### config.mk
export PLATFORM = sky130hd
export DESIGN_NAME = clic_trap_entry
export DESIGN_NICKNAME = d
export VERILOG_FILES = /design/src/rtl/clic_trap_pkg.sv /design/src/rtl/irq_code_decode.sv /design/src/rtl/irq_accept_gate.sv /design/src/rtl/cause_composer.sv /design/src/rtl/clic_trap_entry.sv
export SDC_FILE = /design/constraint.sdc
export NUM_CORES = 1
export LEC_CHECK = 0
export ABC_AREA = 1
export BUFFER_PORTS_ARGS = -buffer_cell sky130_fd_sc_hd__clkbuf_2
export CAP_MARGIN = 20
export CELL_PAD_IN_SITES_DETAIL_PLACEMENT = 1
export CELL_PAD_IN_SITES_GLOBAL_PLACEMENT = 1
export CORE_MARGIN = 2
export CORE_UTILIZATION = 32
export CTS_CLUSTER_SIZE = 30
export DETAILED_ROUTE_END_ITERATION = 12
export PLACE_DENSITY_LB_ADDON = 0.05
export SLEW_MARGIN = 20
export SYNTH_ARGS = -nofsm -noshare
export SYNTH_HDL_FRONTEND = slang
export SYNTH_SLANG_ARGS = --single-unit
### constraint.sdc
create_clock -name clk -period 2.58 [get_ports clk]
set_input_delay 0.129 -clock clk [delete_from_list [all_inputs] [get_ports clk]]
set_output_delay 0.129 -clock clk [all_outputs]
set_load 0.01 [all_outputs]
### src/rtl/clic_trap_pkg.sv
package clic_trap_pkg;

  localparam int ID_W        = 12;
  localparam int LVL_W       = 8;
  localparam int MODE_W      = 2;
  localparam int MODE_LSB    = ID_W;
  localparam int LVL_LSB     = MODE_LSB + MODE_W;
  localparam int CODE_W      = LVL_LSB + LVL_W;
  localparam int PLVL_LSB    = 16;
  localparam int PIE_BIT     = 27;
  localparam int PPRIV_LSB   = 28;
  localparam int CAUSE_LOW_W = 30;
  localparam int EXC_W       = 32;
  localparam int EXC_ASYNC   = 31;
  localparam int EXC_CTRL    = 30;

  typedef enum logic [1:0] {
    PRIV_U   = 2'd0,
    PRIV_S   = 2'd1,
    PRIV_RSV = 2'd2,
    PRIV_M   = 2'd3
  } priv_e;

  typedef struct packed {
    logic [LVL_W-1:0] lvl;
    priv_e            mode;
    logic [ID_W-1:0]  id;
  } irq_fields_t;

  // Can the hart take an interrupt aimed at mode tgt right now?
  function automatic logic f_mode_open(priv_e tgt, priv_e cur,
                                       logic mie, logic sie);
    logic ok;
    case (tgt)
      PRIV_M:  ok = (cur != PRIV_M) || mie;
      PRIV_S:  ok = (cur == PRIV_U) || ((cur == PRIV_S) && sie);
      default: ok = 1'b0;
    endcase
    return ok;
  endfunction

  // Low part of the cause word; the MSB is added by the caller.
  function automatic logic [CAUSE_LOW_W-1:0] f_cause_low(
      logic [ID_W-1:0] id, logic [LVL_W-1:0] plvl,
      logic pie, logic [1:0] ppriv);
    logic [CAUSE_LOW_W-1:0] c;
    c = '0;
    c[ID_W-1:0]                = id;
    c[PLVL_LSB +: LVL_W]       = plvl;
    c[PIE_BIT]                 = pie;
    c[PPRIV_LSB +: 2]          = ppriv;
    return c;
  endfunction

  // Internal exception code: asynchronous and controller tags on top of the code.
  function automatic logic [EXC_W-1:0] f_exc_tag(logic [CODE_W-1:0] code);
    logic [EXC_W-1:0] e;
    e = '0;
    e[CODE_W-1:0] = code;
    e[EXC_ASYNC]  = 1'b1;
    e[EXC_CTRL]   = 1'b1;
    return e;
  endfunction

endpackage

### src/rtl/irq_code_decode.sv
module irq_code_decode
  import clic_trap_pkg::*;
(
  input  logic [CODE_W-1:0] code,
  output priv_e             mode,
  output logic [LVL_W-1:0]  lvl,
  output logic [ID_W-1:0]   id
);
  irq_fields_t f;

  always_comb begin
    f    = irq_fields_t'(code);
    mode = f.mode;
    lvl  = f.lvl;
    id   = f.id;
  end
endmodule

### src/rtl/irq_accept_gate.sv
module irq_accept_gate
  import clic_trap_pkg::*;
(
  input  logic  pend,
  input  logic  busy,
  input  priv_e tgt,
  input  priv_e cur,
  input  logic  mie,
  input  logic  sie,
  output logic  mode_open,
  output logic  accept
);
  always_comb begin
    mode_open = f_mode_open(tgt, cur, mie, sie);
    accept    = pend && !busy && mode_open;
  end
endmodule

### src/rtl/cause_composer.sv
module cause_composer
  import clic_trap_pkg::*;
#(
  parameter int XLEN = 32
) (
  input  priv_e             tgt,
  input  logic [ID_W-1:0]   id,
  input  logic [LVL_W-1:0]  lvl_m,
  input  logic [LVL_W-1:0]  lvl_s,
  input  logic              mie,
  input  logic              spie,
  input  logic [1:0]        mpp,
  output logic [LVL_W-1:0]  prev_lvl,
  output logic              prev_ie,
  output logic [XLEN-1:0]   cause
);
  localparam int HI_W = XLEN - CAUSE_LOW_W;

  always_comb begin
    if (tgt == PRIV_S) begin
      prev_lvl = lvl_s;
      prev_ie  = spie;
    end else begin
      prev_lvl = lvl_m;
      prev_ie  = mie;
    end
  end

  generate
    if (HI_W > 1) begin : g_wide
      always_comb begin
        cause                    = '0;
        cause[CAUSE_LOW_W-1:0]   = f_cause_low(id, prev_lvl, prev_ie, mpp);
        cause[XLEN-1]            = 1'b1;
      end
    end else begin : g_narrow
      always_comb begin
        cause                    = '0;
        cause[CAUSE_LOW_W-1:0]   = f_cause_low(id, prev_lvl, prev_ie, mpp);
        cause[XLEN-1]            = 1'b1;
      end
    end
  endgenerate
endmodule

### src/rtl/clic_trap_entry.sv
module clic_trap_entry
  import clic_trap_pkg::*;
#(
  parameter int XLEN = 32
) (
  input  logic                     clk,
  input  logic                     rst_n,
  input  logic                     irq_pend,
  input  logic [CODE_W-1:0]        irq_code,
  input  logic [1:0]               cur_priv,
  input  logic                     st_mie,
  input  logic                     st_sie,
  input  logic                     st_spie,
  input  logic [1:0]               st_mpp,
  input  logic [LVL_W-1:0]         lvl_m,
  input  logic [LVL_W-1:0]         lvl_s,
  input  logic [XLEN-1:0]          pc,
  input  logic                     tgt_ack,
  output logic                     commit,
  output logic                     wr_m,
  output logic                     wr_s,
  output logic [EXC_W-1:0]         exc_code,
  output logic [XLEN-1:0]          cause_val,
  output logic [XLEN-1:0]          epc_val,
  output logic [LVL_W-1:0]         lvl_val,
  output logic [1:0]               new_priv,
  output logic                     tgt_req,
  output logic [1:0]               tgt_mode,
  output logic [ID_W-1:0]          tgt_id
);
  // Named internal events, visible to the bound checker.
  priv_e             dec_mode;
  logic [LVL_W-1:0]  dec_lvl;
  logic [ID_W-1:0]   dec_id;
  logic              mode_open;
  logic              accept;
  logic              busy;
  logic [LVL_W-1:0]  prev_lvl;
  logic              prev_ie;
  logic [XLEN-1:0]   cause_nxt;

  assign busy = tgt_req;

  irq_code_decode u_dec (
    .code (irq_code),
    .mode (dec_mode),
    .lvl  (dec_lvl),
    .id   (dec_id)
  );

  irq_accept_gate u_gate (
    .pend      (irq_pend),
    .busy      (busy),
    .tgt       (dec_mode),
    .cur       (priv_e'(cur_priv)),
    .mie       (st_mie),
    .sie       (st_sie),
    .mode_open (mode_open),
    .accept    (accept)
  );

  cause_composer #(.XLEN(XLEN)) u_cause (
    .tgt      (dec_mode),
    .id       (dec_id),
    .lvl_m    (lvl_m),
    .lvl_s    (lvl_s),
    .mie      (st_mie),
    .spie     (st_spie),
    .mpp      (st_mpp),
    .prev_lvl (prev_lvl),
    .prev_ie  (prev_ie),
    .cause    (cause_nxt)
  );

  // Single-cycle commit of every write-back for one accepted interrupt.
  always_ff @(posedge clk or negedge rst_n) begin
    if (!rst_n) begin
      commit    <= 1'b0;
      wr_m      <= 1'b0;
      wr_s      <= 1'b0;
      exc_code  <= '0;
      cause_val <= '0;
      epc_val   <= '0;
      lvl_val   <= '0;
      new_priv  <= 2'd0;
    end else begin
      commit <= accept;
      wr_m   <= accept && (dec_mode == PRIV_M);
      wr_s   <= accept && (dec_mode == PRIV_S);
      if (accept) begin
        exc_code  <= f_exc_tag(irq_code);
        cause_val <= cause_nxt;
        epc_val   <= pc;
        lvl_val   <= dec_lvl;
        new_priv  <= dec_mode;
      end
    end
  end

  // Trap-target request, held until acknowledged; blocks new acceptance.
  always_ff @(posedge clk or negedge rst_n) begin
    if (!rst_n) begin
      tgt_req  <= 1'b0;
      tgt_mode <= 2'd0;
      tgt_id   <= '0;
    end else if (accept) begin
      tgt_req  <= 1'b1;
      tgt_mode <= dec_mode;
      tgt_id   <= dec_id;
    end else if (tgt_req && tgt_ack) begin
      tgt_req  <= 1'b0;
    end
  end
endmodule

==> reports/summary.txt <==
Post-Syn Instances = 394
drt total wl = 9508 um
Cell Area, Synth = 3316 sq um
clock latency on the worst-skew pair = 0.34 ns
synth top area cells = dfrtp_1, nand2_1, buf_4, nand3_1, inv_1
Hold Path Class = in -> reg
ANT nets after route = 0
GP Congestion = 0.7368
starting density of the core = 0.3256
worst-margin pin slew = 0.9173 ns
Hold Crit Depth = 3
post-CTS sizing = 0
outcome = completed
Sink Count = 70
most frequent cells in the layout = clkbuf_2, nand2_1, dfrtp_1
PD cells = 811.8 nW/um^2
clock root cell = clkbuf_8
post-place setup slack = 1.083 ns
endpoints failing hold = 0
H-tree levels = 3
WS Path Type = reg -> reg
PnR worst setup slack = 1.105 ns
number of global-route vias before repair = 3039
final period utilization = 0.5718
Final Max Slew Viols = 0
RSZ-0062 raised after global routing = false
Yosys cell types = 15
min-delay src = irq_code[8]
#FFs+latches synth = 70
Crit-path slowest cell = dfrtp_1
Clock transition at path regs = 0.08 ns
Die Y = 105.8 um
first-pass GRT wire length = 15390 um
CTS tree = built
Avg Cell Area, Syn = 8.415 sq um
Layout area overhead = 29.40%
Worst Reg-to-Reg Cells = 6
most common cell after layout, fill and taps aside = clkbuf_2
WL per Instance = 13.82 um
Clock Skews = 0.007475 ns
crit path capture type = flop
critical path depth = 6
Final setup violation count = 0
CP Cell Sequence = inv_1, nand2_1, inv_2, buf_4, nand3_1, nand2_1
Worst EP required = 2.85 ns
Detail Placement HPWL = 6792 um
Max Fclk = 677.8 MHz
Buf+Inv Stages, Crit Path = 3
FP Rows = 37
via count = 3029
Die W = 105.8 um
placed cells = 666
Port-buffer cells = 188
leakage power = 2.607 nW
Die Area = 11190 sq um
I/O pins = 205
Via-to-Cell Ratio = 4.403
largest net degree at the start of global routing = 71
Worst slew margin = 0.3885
Critical Path Max Stage Delay = 0.39 ns
Top delay family on crit path = buffers and inverters
CORE AREA = 10180 sq um
Initial DRC Count = 117
Congestion Overflow GR = 0
Crit Path Max Fanout = 24
Total GRT Usage = 0.1746
# nets final = 629
post-CTS setup buffer count = 0
final cell count without fillers = 688
post-synth top area cell = dfrtp_1
initial antenna violation count = 0
Worst EP arrival = 1.75 ns
CP Launch Point = tgt_req$_DFFE_PN0P_
min Tclk post-route = 1.475 ns
Fin Setup TNS = 0 ns
total CTS buffers = 9
cell mode on critical path = nand2_1
Seq/Total Area, Yosys = 0.5283
top-area cell type share of the netlist area = 0.5283
layout cells sized above 1 = 0.3895
CTS Buffer Depth = 2
startpoint type of the worst setup path = flop
First-pass DRT Iterations = 4
maximum VDD drop = 0.0002847 V
Yosys warning count = 0
DRC viols = 0
Max Cap Viol = 0
Reg2Reg Launch Point = tgt_req$_DFFE_PN0P_
ant diodes = 0
## state kept, by name (all words and copies together), names as in the netlist
name       cells
lvl_val        7
exc_code       2
tgt_id        11
tgt_req        1
wr_s           1
epc_val       32
tgt_mode       1
wr_m           1
cause_val     13
commit         1
## cell type report
type / count / area [sq um]
clock buffer: 9 / 123.9
multi-input combinational: 254 / 1055
fill: 1322 / 5894
tap: 136 / 170.2
timing repair buffer: 201 / 1059
inverter: 12 / 45.04
clock inverter: 6 / 86.33
sequential: 70 / 1752
## report_power, final
| part | internal [mW] | leakage (nW) | switching (mW) |
|---|---|---|---|
| Combinational | 0.405 | 1.64 | 0.591 |
| Sequential | 1.34 | 0.865 | 0.169 |
| Clock | 0.539 | 0.105 | 0.437 |
## routing by layer
layer,GRT usage,up-vias,share of wire
met5,0,-,0
met4,0.06203,0,0.017
met3,0.03525,13,0.061
met1,0.2210,1433,0.44
met2,0.2959,115,0.48
li1,-,1468,-
## per-stage QoR
step                area [sq um]    util  hold WS [ns]  total power, mW
finish                      4290  0.4213       0.01602            3.483
CTS                         4290  0.4213     0.0008875            3.543
floorplan                   3372       -       -0.1666            2.177
detailed placement          4010  0.3937        0.3321            2.545
global route                4290  0.4213       0.01441            3.727
global placement            4010  0.3937        0.3287            2.525
## synthesized netlist by cell type
library cell	n
nand2_1	165
dfrtp_1	70
nand3_2	1
nor2_4	1
nand2_2	1
inv_2	3
buf_2	5
clkbuf_1	6
nand3_1	67
nor2_1	2
buf_6	2
o21ai_0	1
conb_1	1
buf_4	60
inv_1	9
## kinds of logic after synthesis
logic type,after synthesis,share of synthesized area
other cells,1,0.001131
buf+inv,85,0.1706
simple gates,237,0.2985
flops,70,0.5283
compound gates,1,0.001508
## timing repair
item | in CTS | in global routing
endpoints found under the hold margin | 76 | 0
hold buffers | 7 | 0
endpoints found under the setup margin | 0 | 0
## final timing paths
path,endpoint,slack (ns)
setup / recovery,epc_val[1]$_DFFE_PN0P_,1.10
hold / removal,tgt_id[8]$_DFFE_PN0P_,0.02
setup reg to reg,epc_val[1]$_DFFE_PN0P_,1.10
hold reg to reg,epc_val[15]$_DFFE_PN0P_,0.47
max in group asynchronous,epc_val[12]$_DFFE_PN0P_,1.53
min in group asynchronous,tgt_id[8]$_DFFE_PN0P_,0.46
## worst min-delay path, delay by kind of cell
kind,cells,cell delay [ns]
buf+inv,1,0.08
simple gates,2,0.12
No activity file was read; power rests on OpenSTA's default activity.
